## src/rtl/mii_tx_pkg.sv

```systemverilog
package mii_tx_pkg;

  typedef enum logic [2:0] {
    ST_IDLE,
    ST_PRE,
    ST_LO,
    ST_HI,
    ST_GAP
  } txState_e;

  typedef enum logic [2:0] {
    SEL_QUIET,
    SEL_PRE,
    SEL_SFD,
    SEL_LO,
    SEL_HI
  } nibSel_e;

  // strobes from control to datapath
  typedef struct packed {
    logic    loadHeld;  // capture input byte as the one on the wire next
    logic    loadPend;  // capture input byte as the following one
    logic    movePend;  // promote pending byte to held byte
    logic    setAbort;  // underflow seen in a low-nibble cycle
    logic    clrAbort;  // frame over
    logic    idleSig;   // line idle, signalling codes allowed
    nibSel_e sel;       // which nibble source drives the line
  } txStrobe_t;

endpackage

```

## src/rtl/mii_tx_ctrl.sv

```systemverilog
module mii_tx_ctrl
  import mii_tx_pkg::*;
#(
  parameter int PRE_NIBBLES = 16,
  parameter int GAP_NIBBLES = 24
) (
  input  logic      clk,
  input  logic      rstN,
  input  logic      inValid,
  input  logic      inSof,
  input  logic      heldEof,
  input  logic      abortFlag,
  output logic      inReady,
  output txStrobe_t strobe
);

  localparam int PRE_CW = $clog2(PRE_NIBBLES);
  localparam int GAP_CW = $clog2(GAP_NIBBLES);
  localparam logic [PRE_CW-1:0] PRE_LAST = PRE_CW'(PRE_NIBBLES - 1);
  localparam logic [GAP_CW-1:0] GAP_LAST = GAP_CW'(GAP_NIBBLES - 1);

  txState_e          state;
  txState_e          stateNext;
  logic [PRE_CW-1:0] preCnt;
  logic [GAP_CW-1:0] gapCnt;

  always_comb begin
    stateNext = state;
    inReady   = 1'b0;
    strobe    = '0;
    strobe.sel = SEL_QUIET;
    case (state)
      ST_IDLE: begin
        inReady        = 1'b1;
        strobe.idleSig = 1'b1;
        if (inValid && inSof) begin
          strobe.loadHeld = 1'b1;
          stateNext       = ST_PRE;
        end
      end
      ST_PRE: begin
        if (preCnt == PRE_LAST) begin
          strobe.sel = SEL_SFD;
          stateNext  = ST_LO;
        end else begin
          strobe.sel = SEL_PRE;
        end
      end
      ST_LO: begin
        strobe.sel = SEL_LO;
        inReady    = !heldEof;
        if (!heldEof) begin
          if (inValid) strobe.loadPend = 1'b1;
          else         strobe.setAbort = 1'b1;
        end
        stateNext = ST_HI;
      end
      ST_HI: begin
        strobe.sel = SEL_HI;
        if (heldEof || abortFlag) begin
          strobe.clrAbort = 1'b1;
          stateNext       = ST_GAP;
        end else begin
          strobe.movePend = 1'b1;
          stateNext       = ST_LO;
        end
      end
      ST_GAP: begin
        if (gapCnt == GAP_LAST) stateNext = ST_IDLE;
      end
      default: stateNext = ST_IDLE;
    endcase
  end

  always_ff @(posedge clk) begin
    if (!rstN) begin
      state  <= ST_IDLE;
      preCnt <= '0;
      gapCnt <= '0;
    end else begin
      state  <= stateNext;
      preCnt <= (state == ST_PRE) ? preCnt + 1'b1 : '0;
      gapCnt <= (state == ST_GAP) ? gapCnt + 1'b1 : '0;
    end
  end

endmodule

```

## src/rtl/mii_tx_datapath.sv

```systemverilog
module mii_tx_datapath
  import mii_tx_pkg::*;
#(
  parameter int              NIB_W    = 4,
  parameter logic [NIB_W-1:0] PRE_CODE = 4'h5,
  parameter logic [NIB_W-1:0] SFD_CODE = 4'hD
) (
  input  logic               clk,
  input  logic               rstN,
  input  logic [2*NIB_W-1:0] inData,
  input  logic               inEof,
  input  logic               inErr,
  input  logic               sigReq,
  input  logic [NIB_W-1:0]   sigCode,
  input  txStrobe_t          strobe,
  output logic               heldEof,
  output logic               abortFlag,
  output logic [NIB_W-1:0]   txd,
  output logic               txEn,
  output logic               txEr
);

  localparam int DATA_W = 2 * NIB_W;

  logic [DATA_W-1:0] heldByte;
  logic              heldErr;
  logic [DATA_W-1:0] pendByte;
  logic              pendEof;
  logic              pendErr;
  logic              sigOn;
  logic [NIB_W-1:0]  sigCodeQ;

  always_ff @(posedge clk) begin
    if (!rstN) begin
      heldByte  <= '0;
      heldEof   <= 1'b0;
      heldErr   <= 1'b0;
      pendByte  <= '0;
      pendEof   <= 1'b0;
      pendErr   <= 1'b0;
      abortFlag <= 1'b0;
      sigOn     <= 1'b0;
      sigCodeQ  <= '0;
    end else begin
      sigOn    <= sigReq;
      sigCodeQ <= sigCode;
      if (strobe.loadHeld) begin
        heldByte <= inData;
        heldEof  <= inEof;
        heldErr  <= inErr;
      end else if (strobe.movePend) begin
        heldByte <= pendByte;
        heldEof  <= pendEof;
        heldErr  <= pendErr;
      end
      if (strobe.loadPend) begin
        pendByte <= inData;
        pendEof  <= inEof;
        pendErr  <= inErr;
      end
      if (strobe.setAbort)      abortFlag <= 1'b1;
      else if (strobe.clrAbort) abortFlag <= 1'b0;
    end
  end

  always_comb begin
    txd  = '0;
    txEn = 1'b0;
    txEr = 1'b0;
    case (strobe.sel)
      SEL_PRE: begin
        txEn = 1'b1;
        txd  = PRE_CODE;
      end
      SEL_SFD: begin
        txEn = 1'b1;
        txd  = SFD_CODE;
      end
      SEL_LO: begin
        txEn = 1'b1;
        txd  = heldByte[NIB_W-1:0];
        txEr = heldErr;
      end
      SEL_HI: begin
        txEn = 1'b1;
        txd  = heldByte[DATA_W-1:NIB_W];
        txEr = heldErr | abortFlag;
      end
      default: begin
        if (strobe.idleSig && sigOn) begin
          txEr = 1'b1;
          txd  = sigCodeQ;
        end
      end
    endcase
  end

endmodule

```

## src/rtl/mii_tx_serializer.sv

```systemverilog
module mii_tx_serializer
  import mii_tx_pkg::*;
#(
  parameter int               NIB_W       = 4,
  parameter int               PRE_NIBBLES = 16,
  parameter int               GAP_NIBBLES = 24,
  parameter logic [NIB_W-1:0] PRE_CODE    = 4'h5,
  parameter logic [NIB_W-1:0] SFD_CODE    = 4'hD
) (
  input  logic               clk,
  input  logic               rstN,
  input  logic               inValid,
  output logic               inReady,
  input  logic [2*NIB_W-1:0] inData,
  input  logic               inSof,
  input  logic               inEof,
  input  logic               inErr,
  input  logic               sigReq,
  input  logic [NIB_W-1:0]   sigCode,
  output logic [NIB_W-1:0]   txd,
  output logic               txEn,
  output logic               txEr
);

  txStrobe_t strobe;
  logic      heldEof;
  logic      abortFlag;

  mii_tx_ctrl #(
    .PRE_NIBBLES(PRE_NIBBLES),
    .GAP_NIBBLES(GAP_NIBBLES)
  ) u_ctrl (
    .clk      (clk),
    .rstN     (rstN),
    .inValid  (inValid),
    .inSof    (inSof),
    .heldEof  (heldEof),
    .abortFlag(abortFlag),
    .inReady  (inReady),
    .strobe   (strobe)
  );

  mii_tx_datapath #(
    .NIB_W   (NIB_W),
    .PRE_CODE(PRE_CODE),
    .SFD_CODE(SFD_CODE)
  ) u_dp (
    .clk      (clk),
    .rstN     (rstN),
    .inData   (inData),
    .inEof    (inEof),
    .inErr    (inErr),
    .sigReq   (sigReq),
    .sigCode  (sigCode),
    .strobe   (strobe),
    .heldEof  (heldEof),
    .abortFlag(abortFlag),
    .txd      (txd),
    .txEn     (txEn),
    .txEr     (txEr)
  );

endmodule

```

## config.mk

```make
export PLATFORM = sky130hd
export DESIGN_NAME = mii_tx_serializer
export DESIGN_NICKNAME = d
export VERILOG_FILES = /design/src/rtl/mii_tx_pkg.sv /design/src/rtl/mii_tx_ctrl.sv /design/src/rtl/mii_tx_datapath.sv /design/src/rtl/mii_tx_serializer.sv
export SDC_FILE = /design/constraint.sdc
export NUM_CORES = 1
export LEC_CHECK = 0
export BUFFER_PORTS_ARGS = -buffer_cell sky130_fd_sc_hd__buf_2
export CAP_MARGIN = 20
export CORE_MARGIN = 5
export CORE_UTILIZATION = 44
export CTS_BUF_LIST = sky130_fd_sc_hd__clkbuf_4
export CTS_CLUSTER_DIAMETER = 30
export CTS_CLUSTER_SIZE = 10
export DETAILED_ROUTE_END_ITERATION = 8
export PLACE_DENSITY = 0.7
export SYNTH_ARGS = -nofsm -noshare
export SYNTH_HDL_FRONTEND = slang
export SYNTH_SLANG_ARGS = --single-unit
```

## constraint.sdc

```tcl
create_clock -name clk -period 1.7 [get_ports clk]
set_input_delay 0 -clock clk [delete_from_list [all_inputs] [get_ports clk]]
set_output_delay 0 -clock clk [all_outputs]
set_load 0.005 [all_outputs]
```

==> metrics.csv, run 1 <==
metric;value;unit
n_antenna_cell;0;
yosysUniqueCellTypes;41;
fin_setup_tns;0;ns
die_height;73.23;µm
firstDrtPassIters;4;
ys_ff_latch;38;
synthTopCellsByCount;38 x dfxtp_1, 23 x nand3_1, 16 x nor2_1;
rsz0062_at_grt;false;
yosysMostFrequentCell;dfxtp_1;
grt_max_degree;20;
routed-via-count;1623;
fin_total_pwr;1.605;mW
critPathLaunchType;flop;
grtUsageTotal;17.06;%
yosysTopAreaCell;dfxtp_1;
dp_hpwl;2.960;mm
grt_overflow;0;
grt_pass1_vias;1581;
fp-row-count;23;
power_frac_comb;13.3;%
gp_congestion;0.7990;
p_int;1.189;mW
cp.arrival;1.58;ns
cts_buffer_depth;2;
htreeDepth;2;
coreArea;3943;µm²
cts_tree;built;
avgSynthCellArea;8.885;µm²
yosysWarnings;0;
peakVddDrop;0.0003613;V
port_buffers;25;
skew;0.01412;ns
routed_wl;4.279;mm
worst_pin_slew;0.4990;ns
drc_errors;0;
use_met2;29.69;%
antenna_found_initial;0;
grt_pass1_wl;7.155;mm
fillers;359;
finalSetupViolations;0;
drtAntennaViolNets;0;
p_per_area;734.2;nW/µm²
async_reset_ff_share;0;%
grt_busiest_layer;met2;
die-area;5363;µm²
synth_edf_count;0;
drtIter0Drc;91;
fin_crit_sh;92.71;%
total_leakage_power;0.8033;nW
end_kind;primary output;
syn-cell-area;1759;µm²
maxCapViolCount;0;
synth_fp_nets;219;
outcome;finished clean;
cts_sinks;38;
power_switching;415.5;µW
cts-buffers-inserted;5;
nets;263;
pwr-share-clk;28.7;%
swShare;25.89;%
synth_cells;198;
drv_slew;0;
max-slew-margin-rel;66.73;%
grt_use_met1;20.68;%
clkLatencyLatePin;0.35;ns
cp_max_fo;14;
fp.dieW;73.23;µm
routedWlPerCell;14.60;µm
finalHoldViolCount;0;
hold_class;in2reg;
cts.clk_slew.worst_paths;0.12;ns
use_met3;2.893;%
seq_area_frac_synth;43.24;%
fin_crit;1.576;ns
viasPerCell;5.539;
worstSetupPathType;reg2out;
ys.flop_type;dfxtp_1;
start_util;44.62;%
ios;26;
synth_area_leaders;dfxtp_1 43%, a311oi_2 7.7%, nand3_1 6.5%, a21oi_1 4.0%, o21ai_1 3.7%;
fmax;0.6345;GHz
synth_top_cell_area_share;43.24;%
root_buffer;clkbuf_4;
drive_gt1_share;23.05;%
pwr-share-seq;58.0;%
area_growth;24.25;%
crit_required;1.70;ns
area by class of cell:
| type | count | area [µm²] | area share [%] |
|---|---|---|---|
| clock buffers | 6 | 45.04 | 2.061 |
| clock inverters | 2 | 8.758 | 0.4007 |
| inverters | 5 | 18.77 | 0.8586 |
| multi-input cells | 139 | 910.9 | 41.67 |
| flip-flops and latches | 38 | 760.7 | 34.80 |
| well taps | 50 | 62.56 | 2.862 |
| repair buffers | 53 | 379.1 | 17.34 |
metal layers:
layer | share of wire [%] | vias to the layer above
li1 | - | 808
met1 | 46 | 767
met2 | 48 | 43
met3 | 4.9 | 5
met4 | 1.7 | 0
met5 | 0 | -
repair_timing:
action / in CTS / in global routing
gates resized for setup: 1 / 1
buffers inserted: 0 / 1
hold buffers: 16 / 0
hold endpoints to repair: 18 / 0
endpoints found under the setup margin: 2 / 3
layout by cell type (no fill, tap or decap), types with 2 or more instances in the layout:
cell type / netlist / final
xor2_1: 3 / 3
clkinv_1: 1 / 2
o21ai_1: 13 / 13
and2_1: 5 / 5
xnor2_1: 2 / 2
buf_4: 0 / 11
o31ai_1: 3 / 3
o21a_1: 2 / 2
a21oi_1: 14 / 14
and3_1: 2 / 2
o21ai_0: 9 / 9
dlygate4sd3_1: 0 / 16
ha_1: 2 / 2
nor2_1: 16 / 16
dfxtp_1: 38 / 38
nand3_1: 23 / 23
nor4b_4: 1 / 2
a311oi_2: 9 / 9
a22oi_1: 2 / 2
nand2_1: 6 / 6
clkbuf_4: 0 / 6
nor3_1: 10 / 10
buf_2: 2 / 25
inv_1: 4 / 4
worst paths after layout:
check                                       from          endpoint  slack [ns]  cells after the start
worst max-delay path             u_ctrl.state[2]            txd[0]        0.12                      5
worst min-delay path                     inValid    u_dp.abortFlag        0.10                      3
worst max register to register    u_dp.abortFlag  u_dp.heldByte[4]        0.16                      3
worst min register to register  u_ctrl.gapCnt[0]  u_ctrl.gapCnt[0]        0.46                      1
flip-flops by register name, indices dropped and copies added (netlist names):
name,flops
u_ctrl.state,3
u_ctrl.preCnt,4
u_dp.heldByte,8
u_dp.pendErr,1
u_dp.abortFlag,1
u_dp.sigCodeQ,4
u_dp.pendByte,8
u_dp.pendEof,1
u_dp.heldErr,1
u_dp.heldEof,1
u_ctrl.gapCnt,5
u_dp.sigOn,1
logic make-up (layout without fill, tap and decap cells):
logic type / count (synthesis) / count (layout) / synth area share (%)
xor gates and xnor gates: 5 / 5 / 2.490
DFF: 38 / 38 / 43.24
adders and majority gates: 2 / 2 / 1.422
muxes: 2 / 2 / 1.209
buffers and inverters: 21 / 66 / 5.476
and+or+nand+nor: 73 / 73 / 22.90
AOI/OAI and AO/OA: 57 / 57 / 23.26
per-stage QoR:
step	hold WS, ns	instance area, µm²	util, %	instances	setup WS (ns)
2_1_floorplan	0.1273	1759	-	198	0.2454
3_3_place_gp	0.2097	1952	49.51	268	0.2138
3_5_place_dp	0.2194	1952	49.51	268	0.1774
4_1_cts	0.09474	2175	55.16	292	0.05409
5_1_grt	0.09047	2186	55.44	293	0.006211
6_report	0.1003	2186	55.44	293	0.1239
power by group through the flow:
stage | clock [mW] | sequential (mW) | combinational (mW)
after floorplan | 0 | 0.944 | 0.118
after global placement | 0 | 0.948 | 0.177
after detailed placement | 0 | 0.949 | 0.179
after CTS | 0.474 | 0.930 | 0.210
after global routing | 0.510 | 0.934 | 0.234
final | 0.461 | 0.930 | 0.214
critical path, stage by stage (launching register included):
cell and delay [ns]:
dfxtp_1 0.34, buf_4 0.19, nor4b_4 0.38, nand2_1 0.10
o31ai_1 0.07, buf_2 0.15
Note: power is estimated with default switching activity, not from simulation.
==> run 2, diff against run 1 <==
--- a/config.mk
+++ b/config.mk
@@ -9,7 +9,7 @@
 export CAP_MARGIN = 20
 export CORE_MARGIN = 5
 export CORE_UTILIZATION = 44
-export CTS_BUF_LIST = sky130_fd_sc_hd__clkbuf_4
+export CTS_BUF_LIST = sky130_fd_sc_hd__clkbuf_2 sky130_fd_sc_hd__clkbuf_4 sky130_fd_sc_hd__clkbuf_8
 export CTS_CLUSTER_DIAMETER = 30
 export CTS_CLUSTER_SIZE = 10
 export DETAILED_ROUTE_END_ITERATION = 8
==> metrics.csv, run 2 (same netlist as run 1, synthesis figures left out) <==
metric;value;unit;change
hold_depth;2;;-1
routedWlPerCell;14.60;µm;about the same
post_cts.repair.setup_buffers;0;;unchanged
outcome;finished clean;;
grt_max_degree;20;;unchanged
holdPathEnd;u_ctrl.state[2];;
fmax;0.6356;GHz;+0.18%
dp_hpwl;2.960;mm;unchanged
firstDrtPassIters;4;;unchanged
nets;261;;-0.76%
die_height;73.23;µm;unchanged
rrSetupSlack;0.16;ns;about the same
worstSetupPathType;reg2out;;
coreArea;3943;µm²;unchanged
root_buffer;clkbuf_8;;
routed-via-count;1626;;+0.18%
die-area;5363;µm²;unchanged
stdcell_count;291;;-0.68%
finalSetupViolations;0;;unchanged
critPathMaxStageDelay;0.37;ns;about the same
max-slew-margin-rel;65.99;%;-0.75 points
p_per_area;809.7;nW/µm²;+10%
cp.arrival;1.57;ns;about the same
final_cell_mix;38 x dfxtp_1, 25 x buf_2, 23 x nand3_1;;
hold_class;in2reg;;
grt_overflow;0;;unchanged
htreeDepth;2;;unchanged
area_growth;25.39;%;
ios;26;;unchanged
grt_pass1_vias;1585;;+0.25%
cts_sinks;38;;unchanged
reg2reg_from;u_ctrl.state[0];;
drc_errors;0;;unchanged
drv_slew;0;;unchanged
multi_input_area;910.9;µm²;unchanged
cts_tree;built;;
gp_congestion;0.7990;;unchanged
skew;0.008125;ns;-0.005991 ns
peakVddDrop;0.0004012;V;+11%
grtUsageTotal;17.37;%;+0.31 points
rsz0062_at_grt;false;;
grt_pass1_wl;7.217;mm;+0.87%
cts_buffer_depth;2;;unchanged
drive_gt1_share;23.24;%;+0.19 points
power_frac_comb;11.7;%;-1.6 points
crit_path_cell_trace;buf_4 -> mux2_1 -> a22oi_1 -> o21ai_1 -> buf_2;;
drtAntennaViolNets;0;;unchanged
viasPerCell;5.588;;+0.87%
cts.clk_slew.worst_paths;0.07;ns;-0.05 ns
drtIter0Drc;105;;+15%
power_switching;429.7;µW;+3.4%
layout_commonest_cell;dfxtp_1;;
reg.largest.list;u_dp.heldByte (8), u_dp.pendByte (8), u_ctrl.gapCnt (5);;
worst_pin_slew;0.5102;ns;+0.01118 ns
routed_wl;4.248;mm;-0.72%
crit_required;1.70;ns;about the same
fin_crit_sh;92.55;%;-0.17 points
cpMaxStageDelayCell;mux2_1;;
fin_setup_tns;0;ns;unchanged
start_util;44.62;%;unchanged
clkLatencyLatePin;0.29;ns;-0.06 ns
cp_max_fo;16;;+2
p_int;1.356;mW;+14%
n_antenna_cell;0;;unchanged
swShare;24.06;%;-1.8 points
r2r_end;u_dp.pendByte[6];;
cts-buffers-inserted;5;;unchanged
min_from;rstN;;
fp-row-count;23;;unchanged
finalHoldViolCount;0;;unchanged
fin_crit;1.573;ns;-0.002829 ns
seq_area;760.7;µm²;unchanged
pwr-share-seq;52.1;%;-5.9 points
maxCapViolCount;0;;unchanged
end_kind;primary output;;
reg2reg_depth;4;;+1
total_leakage_power;0.8115;nW;+1.0%
fp.dieW;73.23;µm;unchanged
dp.cells;268;;unchanged
antenna_found_initial;0;;unchanged
pwr-share-clk;36.3;%;+7.6 points
fillers;357;;-0.56%
port_buffers;25;;unchanged
critPathLaunchType;flop;;
run 2: stage by stage:
step / hold WS, ns / instance area [µm²] / total power [mW] / setup slack, ns / util, %
after floorplan: 0.1273 / 1759 / 1.062 / 0.2454 / -
after global placement: 0.2097 / 1952 / 1.125 / 0.2138 / 49.51
after detailed placement: 0.2194 / 1952 / 1.129 / 0.1774 / 49.51
after CTS: 0.03366 / 2197 / 1.806 / 0.05095 / 55.73
after global routing: 0.04677 / 2206 / 1.868 / 0.02800 / 55.95
final: 0.04905 / 2206 / 1.786 / 0.1267 / 55.95
run 2: how the worst max path moves through the flow:
stage               cells after the start  slack [ns]               end             from
finish                                  5        0.13            txd[3]  u_ctrl.state[0]
detailed placement                      3        0.18  u_dp.heldByte[2]  u_ctrl.state[2]
global placement                        3        0.21  u_dp.heldByte[2]  u_ctrl.state[2]
global route                            5        0.03            txd[3]  u_ctrl.state[0]
CTS                                     5        0.05            txd[0]  u_ctrl.state[2]
floorplan                               5        0.25  u_dp.heldByte[0]     u_dp.heldEof
run 2: power groups by stage:
stage / Combinational (mW) / Sequential (mW) / Clock (mW)
after floorplan: 0.118 / 0.944 / 0
after global placement: 0.177 / 0.948 / 0
after detailed placement: 0.179 / 0.949 / 0
after CTS: 0.206 / 0.929 / 0.671
after global routing: 0.228 / 0.932 / 0.708
final: 0.209 / 0.930 / 0.647
run 2: layer usage:
layer	vias up	GRT usage (%)	routed length (µm)
met5	-	0	0
met1	775	20.93	1918
met2	39	29.49	2009
li1	804	-	-
met3	8	3.994	236
met4	0	7.172	83
run 2: cell type report:
class | count | area share (%)
clock buffer | 7 | 4.084
clock inverter | 1 | 0.2269
inverter | 5 | 0.8508
multi-input combinational | 139 | 41.29
sequential | 38 | 34.49
tap | 50 | 2.836
timing repair buffer | 51 | 16.22
run 2: worst max-delay path, delay by kind of cell, from the launching register on:
kind	cells	cell delay, ns
muxes	1	0.37
buffers and inverters	2	0.35
DFF	1	0.34
AOI/OAI and AO/OA	2	0.22
run 2: repair_timing:
| action | 4_1_cts | 5_1_grt |
|---|---|---|
| hold buffers | 15 | 0 |
| endpoints found under the setup margin | 0 | 2 |
| resized for setup | 0 | 1 |
| endpoints found under the hold margin | 15 | 0 |
